===== src/rtl/hookSeqPkg.sv =====
package hookSeqPkg;

  typedef enum logic [2:0] {
    ST_INIT    = 3'd0,
    ST_IDLE    = 3'd1,
    ST_RINGING = 3'd2,
    ST_CIDWIN  = 3'd3,
    ST_OFFHOOK = 3'd4,
    ST_GUARD   = 3'd5
  } seqState_t;

  typedef struct packed {
    logic clrTimer;
    logic setPending;
    logic clrPending;
    logic setFirst;
    logic clrFirst;
  } seqStrobe_t;

endpackage


===== src/rtl/hookSeqTimers.sv =====
module hookSeqTimers
  import hookSeqPkg::*;
#(
  parameter int INIT_MS       = 50,
  parameter int GUARD_MS      = 100,
  parameter int CID_WINDOW_MS = 4000,
  parameter int SILENCE_MS    = 6000
) (
  input  logic       clk,
  input  logic       rstN,
  input  logic       msTick,
  input  seqStrobe_t strobe,
  output logic       initDone,
  output logic       guardDone,
  output logic       windowDone,
  output logic       silenceDone,
  output logic       pendingOff,
  output logic       firstSeen
);

  localparam int MAX_A = (INIT_MS > GUARD_MS) ? INIT_MS : GUARD_MS;
  localparam int MAX_B = (CID_WINDOW_MS > SILENCE_MS) ? CID_WINDOW_MS : SILENCE_MS;
  localparam int MAX_C = (MAX_A > MAX_B) ? MAX_A : MAX_B;
  localparam int CW    = $clog2(MAX_C + 1);
  localparam logic [CW-1:0] CNT_MAX  = CW'(MAX_C);
  localparam logic [CW-1:0] INIT_C   = CW'(INIT_MS);
  localparam logic [CW-1:0] GUARD_C  = CW'(GUARD_MS);
  localparam logic [CW-1:0] WINDOW_C = CW'(CID_WINDOW_MS);
  localparam logic [CW-1:0] SILENT_C = CW'(SILENCE_MS);

  logic [CW-1:0] tickCount;

  // Millisecond counter, restarted on every state change, saturating.
  always_ff @(posedge clk or negedge rstN) begin
    if (!rstN)                                  tickCount <= '0;
    else if (strobe.clrTimer)                   tickCount <= '0;
    else if (msTick && tickCount != CNT_MAX)    tickCount <= tickCount + 1'b1;
  end

  assign initDone    = tickCount >= INIT_C;
  assign guardDone   = tickCount >= GUARD_C;
  assign windowDone  = tickCount >= WINDOW_C;
  assign silenceDone = tickCount >= SILENT_C;

  // Request held while the line must stay on-hook.
  always_ff @(posedge clk or negedge rstN) begin
    if (!rstN)                  pendingOff <= 1'b0;
    else if (strobe.clrPending) pendingOff <= 1'b0;
    else if (strobe.setPending) pendingOff <= 1'b1;
  end

  // Marks that the current ring session already had its first burst.
  always_ff @(posedge clk or negedge rstN) begin
    if (!rstN)                firstSeen <= 1'b0;
    else if (strobe.clrFirst) firstSeen <= 1'b0;
    else if (strobe.setFirst) firstSeen <= 1'b1;
  end

  p_timer_step_r6: assert property (@(posedge clk) disable iff (!rstN)
    (msTick && !strobe.clrTimer && tickCount != CNT_MAX)
      |=> (tickCount == $past(tickCount) + 1'b1));

  p_timer_clear_r6: assert property (@(posedge clk) disable iff (!rstN)
    strobe.clrTimer |=> (tickCount == '0));

  p_pending_cancel_r2: assert property (@(posedge clk) disable iff (!rstN)
    strobe.clrPending |=> !pendingOff);

endmodule


===== src/rtl/hookSeqCtrl.sv =====
module hookSeqCtrl
  import hookSeqPkg::*;
(
  input  logic       clk,
  input  logic       rstN,
  input  logic       ringStart,
  input  logic       ringEnd,
  input  logic       offHookReq,
  input  logic       hangUpReq,
  input  logic       preRingMode,
  input  logic       initDone,
  input  logic       guardDone,
  input  logic       windowDone,
  input  logic       silenceDone,
  input  logic       pendingOff,
  input  logic       firstSeen,
  output seqStrobe_t strobe,
  output logic       hookN,
  output logic       cidEnable,
  output logic [2:0] stateCode
);

  seqState_t state, nextState;
  logic      answerNow;
  logic      holdDone;

  assign answerNow = offHookReq && !hangUpReq;
  assign holdDone  = (state == ST_INIT) ? initDone : guardDone;

  always_comb begin
    nextState = state;
    strobe    = '0;
    unique case (state)
      ST_INIT, ST_GUARD: begin
        strobe.setPending = answerNow;
        if (holdDone) nextState = (pendingOff || answerNow) ? ST_OFFHOOK : ST_IDLE;
      end
      ST_IDLE: begin
        if (answerNow)                       nextState = ST_OFFHOOK;
        else if (ringStart && !hangUpReq)    nextState = ST_RINGING;
        else if (firstSeen && silenceDone)   strobe.clrFirst = 1'b1;
      end
      ST_RINGING: begin
        if (answerNow) nextState = ST_OFFHOOK;
        else if (ringEnd) begin
          strobe.setFirst = 1'b1;
          nextState = (!preRingMode && !firstSeen) ? ST_CIDWIN : ST_IDLE;
        end
      end
      ST_CIDWIN: begin
        if (answerNow)       nextState = ST_OFFHOOK;
        else if (ringStart)  nextState = ST_RINGING;
        else if (windowDone) nextState = ST_IDLE;
      end
      ST_OFFHOOK: begin
        if (hangUpReq) nextState = ST_GUARD;
      end
      default: nextState = ST_INIT;
    endcase
    strobe.clrTimer   = (nextState != state);
    strobe.clrPending = hangUpReq || (nextState == ST_OFFHOOK);
    if (nextState == ST_OFFHOOK && state != ST_OFFHOOK) strobe.clrFirst = 1'b1;
  end

  always_ff @(posedge clk or negedge rstN) begin
    if (!rstN) state <= ST_INIT;
    else       state <= nextState;
  end

  assign hookN     = (state != ST_OFFHOOK);
  assign cidEnable = (state == ST_CIDWIN) ||
                     (preRingMode && (state == ST_IDLE || state == ST_RINGING));
  assign stateCode = state;

  p_init_hold_r1: assert property (@(posedge clk) disable iff (!rstN)
    (state == ST_INIT && !initDone) |=> hookN);

  p_cid_offhook_r4: assert property (@(posedge clk) disable iff (!rstN)
    !hookN |-> !cidEnable);

  p_window_close_r5: assert property (@(posedge clk) disable iff (!rstN)
    (state == ST_CIDWIN && ringStart && !offHookReq) |=> (state == ST_RINGING));

  p_guard_hold_r9: assert property (@(posedge clk) disable iff (!rstN)
    (state == ST_GUARD && !guardDone) |=> hookN);

  p_state_legal_r10: assert property (@(posedge clk) disable iff (!rstN)
    stateCode <= 3'd5);

  p_ring_ignored_r11: assert property (@(posedge clk) disable iff (!rstN)
    (state == ST_OFFHOOK && !hangUpReq) |=> (state == ST_OFFHOOK));

endmodule


===== src/rtl/hookCidSequencer.sv =====
module hookCidSequencer
  import hookSeqPkg::*;
#(
  parameter int INIT_MS       = 50,
  parameter int GUARD_MS      = 100,
  parameter int CID_WINDOW_MS = 4000,
  parameter int SILENCE_MS    = 6000
) (
  input  logic       clk,
  input  logic       rstN,
  input  logic       msTick,
  input  logic       ringStart,
  input  logic       ringEnd,
  input  logic       offHookReq,
  input  logic       hangUpReq,
  input  logic       preRingMode,
  output logic       hookN,
  output logic       cidEnable,
  output logic [2:0] stateCode
);

  seqStrobe_t strobe;
  logic initDone, guardDone, windowDone, silenceDone, pendingOff, firstSeen;

  hookSeqTimers #(
    .INIT_MS(INIT_MS), .GUARD_MS(GUARD_MS),
    .CID_WINDOW_MS(CID_WINDOW_MS), .SILENCE_MS(SILENCE_MS)
  ) uTimers (
    .clk(clk), .rstN(rstN), .msTick(msTick), .strobe(strobe),
    .initDone(initDone), .guardDone(guardDone), .windowDone(windowDone),
    .silenceDone(silenceDone), .pendingOff(pendingOff), .firstSeen(firstSeen)
  );

  hookSeqCtrl uCtrl (
    .clk(clk), .rstN(rstN), .ringStart(ringStart), .ringEnd(ringEnd),
    .offHookReq(offHookReq), .hangUpReq(hangUpReq), .preRingMode(preRingMode),
    .initDone(initDone), .guardDone(guardDone), .windowDone(windowDone),
    .silenceDone(silenceDone), .pendingOff(pendingOff), .firstSeen(firstSeen),
    .strobe(strobe), .hookN(hookN), .cidEnable(cidEnable), .stateCode(stateCode)
  );

endmodule


===== config.mk =====
export PLATFORM = sky130hd
export DESIGN_NAME = hookCidSequencer
export DESIGN_NICKNAME = d
export VERILOG_FILES = /design/src/rtl/hookSeqPkg.sv /design/src/rtl/hookSeqTimers.sv /design/src/rtl/hookSeqCtrl.sv /design/src/rtl/hookCidSequencer.sv
export SDC_FILE = /design/constraint.sdc
export NUM_CORES = 1
export LEC_CHECK = 0
export ABC_AREA = 1
export BUFFER_PORTS_ARGS = -buffer_cell sky130_fd_sc_hd__buf_2
export CAP_MARGIN = 20
export CORE_ASPECT_RATIO = 2
export CORE_UTILIZATION = 50
export CTS_CLUSTER_DIAMETER = 150
export DETAILED_ROUTE_END_ITERATION = 10
export PLACE_DENSITY = 0.69
export RECOVER_POWER = 50
export SLEW_MARGIN = 20
export SYNTH_ARGS = -nofsm -noshare
export SYNTH_HDL_FRONTEND = slang
export SYNTH_HIERARCHICAL = 1
export SYNTH_SLANG_ARGS = --single-unit

===== constraint.sdc =====
create_clock -name clk -period 6.55 [get_ports clk]
set_input_delay 1.6375 -clock clk [delete_from_list [all_inputs] [get_ports clk]]
set_output_delay 1.6375 -clock clk [all_outputs]
set_load 0.02 [all_outputs]

== After elaboration in Yosys (flattened, before gate mapping) ==
Index checks and enable logic that the tools add are counted.
Operators by class
  add/sub/neg operators: 1
  magnitude comparators: 4
  equality and inequality tests: 9
  multiplexer cells: 28
  reductions and logical operators: 19
Operator list (number)
  $mux 3: 10
  $mux 13: 2
  $pmux 3 s5: 1
  $mux 1: 14
  $add 13x1->13 const B: 1
  $ge 13x12->1 const B: 1
  $ge 13x13->1 const B: 1
  $ge 13x6->1 const B: 1
  $ge 13x7->1 const B: 1
  $ne 13x13->1 const B: 1
  $eq 3x3->1 const B: 3
  $logic_and 1x1->1: 7
  $eq 3x2->1 const B: 2
  $reduce_bool 2->1: 3
  $logic_or 1x1->1: 4
  $eq 3x1->1 const B: 1
  $logic_not 1->1: 3
  $logic_not 3->1: 1
  $ne 3x3->1: 1
  $ne 3x3->1 const B: 1
  $mux 2: 1
  $reduce_or 2->1: 1
Storage, ports and cells
  bits in registers: 18
  bits of input ports: 8
  output and inout bits: 5
  logic and storage cells: 65

== Depth between registers and ports, before layout ==
  word-level depth: 10
  gate-level depth with buffers: 19
  mapped depth without buffers: 18

== Cells and area by module ==
The synthesis kept the hierarchy.
By module, submodules not included
  hookSeqTimers: instances 1, cells an instance 163, area an instance 1076.0 µm², sequential area each 375.4 µm²
  hookSeqCtrl: instances 1, cells an instance 80, area an instance 439.2 µm², sequential area each 75.1 µm²

== Least setup slack after synthesis ==
OpenSTA, ideal clock, no wires.
  path type: input port to output port
  start point: input port preRingMode
  end point: output port cidEnable
  arrival time: 1.873 ns
  required time: 4.912 ns
  path slack: 3.039 ns
  stages on the path: 1
  buffers on the path: 0
  cell sequence: o21a_1
On the way
  word-level cells in the longest chain between the ends: 2
Ends and longest elaborated chain
  start: declaration: RTL line hookCidSequencer.sv:16  | input logic preRingMode,
  $logic_and 1x1->1: RTL line hookSeqCtrl.sv:72  | (preRingMode && (state == ST_IDLE || state == ST_RINGING));
  $logic_or 1x1->1: RTL line hookSeqCtrl.sv:71  | assign cidEnable = (state == ST_CIDWIN) ||
  end: declaration: RTL line hookCidSequencer.sv:18  | output logic cidEnable,
No other way between the ends.

==> results.py <==
metrics = {
    "status": {
        "status": "completed",
    },
    "routing": {
        "drc_errors": 0,
        "wl_met3_um": 72,
        "wl_met2_mm": 2.29,
        "wire_per_inst_um": 13.4,
        "detail-route-antenna-nets": 0,
        "viasPerCell": 5.47,
        "top_layer": "met4",
        "drt-pass1-iter-count": 4,
        "wirelength_mm": 3.80,
        "met1_length_mm": 1.33,
        "drt_iter0_drc": 54,
        "num_vias": 1549,
    },
    "timing": {
        "timing.slew.headroom_pct": 34.1,
        "finalHoldViolCount": 0,
        "setup_violations": 0,
        "tightest_slew_ns": 0.989,
        "fmax_mhz": 265,
        "tns_ns": 0,
        "period_minus_slack_ns": 3.77,
        "finalMaxSlewViolations": 0,
        "finClkSkew_ns": 0.00363,
        "finalCritPeriodShare_pct": 57.6,
        "rsz0062_at_grt": "no",
        "hold_slack_ns": 0.512,
    },
    "cells_and_area": {
        "areaGrowthSynthToFinish_pct": 7.10,
        "nets": 265,
        "drive_gt1_share_pct": 15.4,
        "layout_common_cells": "67 x nand2_1, 36 x nor2_1, 33 x nand3_1",
        "diodes": 0,
        "stdcell_area_um2": 1620,
        "layout_commonest_cell": "nand2_1",
    },
    "placement": {
        "port_buffers": 12,
        "dp_hpwl_mm": 2.96,
        "routabilityCongestion": 0.901,
        "placed_cell_area_um2": 1570,
    },
    "clock_tree": {
        "clk_pin_slew_ns": 0.07,
        "cts_made_buffers": 3,
        "insertion_delay_ns": 0.26,
        "root_buffer": "clkbuf_8",
        "cts_sinks": 18,
        "clk_path_buf_depth": 2,
        "cts_tree": "done",
        "hold_buffers": 0,
        "h-tree-depth": 1,
        "cts.repair.resized": 0,
        "postCtsSetupRepairBufs": 0,
    },
    "floorplan": {
        "die_x_um": 40.9,
        "die_y_um": 79.9,
        "start_util_pct": 54.0,
        "dieArea_um2": 3270,
        "num_rows": 27,
        "core_area_um2": 2800,
        "io_pins": 13,
    },
    "global_route": {
        "antenna_found_initial": 0,
        "overflow": 0,
        "grt_usage_pct": 27.2,
        "grt_max_degree": 19,
        "grt_first_pass_wirelength_mm": 6.09,
        "grt_pass1_vias": 1471,
    },
    "worst_setup_path": {
        "arrival_ns": 3.97,
        "ff2ff_setup_slack_ns": 3.54,
        "endpoint_kind": "register",
        "startpoint_type": "input pin",
        "path_cells": "clkbuf_1, nor2_1, inv_1, nand3_1, nand2_1, nor2_2, nand3_1, nand2_1, inv_1, nand2_1, clkinv_1, nand2_4, nand2_1, nand2_1",
        "cp_top_family": "simple AND/OR/NAND/NOR gates",
        "cpPeakStageDelay_ns": 0.54,
        "path_buf_inv": 4,
        "crit_top_cell": "nand2_1",
        "critical_path_class": "input pin to register",
        "worstPathRequired_ns": 6.75,
        "cp_max_fo": 16,
        "slowest_stage": "clkinv_1",
    },
    "yosys": {
        "syn-num-nets": 253,
        "ys_types": 27,
        "yosys_warnings": 6,
        "synth.cell_area_um2": 1520,
        "synth-seq-cells": 18,
        "avgSynthCellArea_um2": 6.24,
        "ys_seq_area_share_pct": 29.7,
        "synthCells": 243,
    },
    "power_and_ir_drop": {
        "p_leak_nw": 0.864,
        "power_density_nw_per_um2": 360,
        "ir_drop_uv": 325,
        "swShare_pct": 52.8,
        "switchingPower_mw": 0.308,
        "intPower_mw": 0.276,
        "seqPwrFrac_pct": 27.0,
        "p_clk_share_pct": 16.0,
        "comb_power_share_pct": 57.0,
    },
    "worst_hold_path": {
        "hold_class": "register to register",
    },
    "run": {
        "maxCapViolations": 0,
    },
}
layer usage:
metal  vias up  global-route usage, %
li1        798                      -
met3         8                   1.67
met5         -                      0
met4         0                   12.3
met2        26                   52.2
met1       717                   25.0
power by group through the flow:
stage / Combinational (mW) / Clock, mW / Sequential [mW]
2_1_floorplan: 0.259 / 0 / 0.162
3_3_place_gp: 0.329 / 0 / 0.160
3_5_place_dp: 0.328 / 0 / 0.160
4_1_cts: 0.329 / 0.0964 / 0.157
5_1_grt: 0.369 / 0.0982 / 0.163
6_report: 0.333 / 0.0936 / 0.158
worst reg2reg max path: cells and delay by family (launching register included):
family	cells	cell delay [ns]
and+or+nand+nor	13	1.70
buffers and inverters	1	0.54
DFF	1	0.45
AOI/OAI and AO/OA	2	0.27
Yosys cell counts (all sizes together):
| cell type | n | area [um2] |
|---|---|---|
| clkbuf | 1 | 3.75 |
| nand2 | 76 | 318 |
| nor2 | 40 | 163 |
| o21ai | 8 | 47.6 |
| a22oi | 1 | 7.51 |
| a21oi | 6 | 30.0 |
| xor2 | 2 | 17.5 |
| nand3 | 36 | 195 |
| ha | 2 | 25.0 |
| dfrtp | 18 | 450 |
| o211ai | 1 | 7.51 |
| inv | 34 | 128 |
| clkinv | 1 | 3.75 |
| nand4 | 6 | 37.5 |
| buf | 4 | 35.0 |
| xnor2 | 1 | 8.76 |
| o21a | 1 | 7.51 |
| nor3 | 5 | 30.0 |
cells by family after synthesis:
family / share of synthesized area [%]
AOI/OAI and AO/OA: 6.61
buffers and inverters: 11.2
and+or+nand+nor: 49.1
adders and majority gates: 1.65
xor gates and xnor gates: 1.73
DFF: 29.7
metrics by stage:
step	power (mW)	setup slack (ns)	cells	util (%)
floorplan	0.420	3.04	243	-
global placement	0.489	2.69	279	56.1
detailed placement	0.487	2.62	279	56.1
CTS	0.583	2.85	283	58.1
global route	0.630	2.54	283	57.9
finish	0.584	2.78	283	57.9
state kept, by name, summed over array words and instances (netlist names):
name                count
uCtrl/stateCode         3
uTimers/firstSeen       1
uTimers/pendingOff      1
uTimers/tickCount      13
layout make-up:
type,count,area (um2)
sequential,18,450
inverter,35,131
timing repair buffer,12,57.6
multi-input combinational,185,892
clock buffer,4,55.1
tap,29,36.3
fill,290,1180
path summary, 6_finish.rpt:
path                                 startpoint                   end  cells past startpoint
max                                   hangUpReq  uTimers/tickCount[8]                     14
min                          uTimers/pendingOff    uTimers/pendingOff                      2
max reg2reg                uTimers/tickCount[9]  uTimers/tickCount[8]                     16
min reg2reg                  uTimers/pendingOff    uTimers/pendingOff                      2
max in group asynchronous                  rstN     uTimers/firstSeen                      1
min in group asynchronous                  rstN    uTimers/pendingOff                      1
Note: power is estimated with default switching activity, not from simulation.
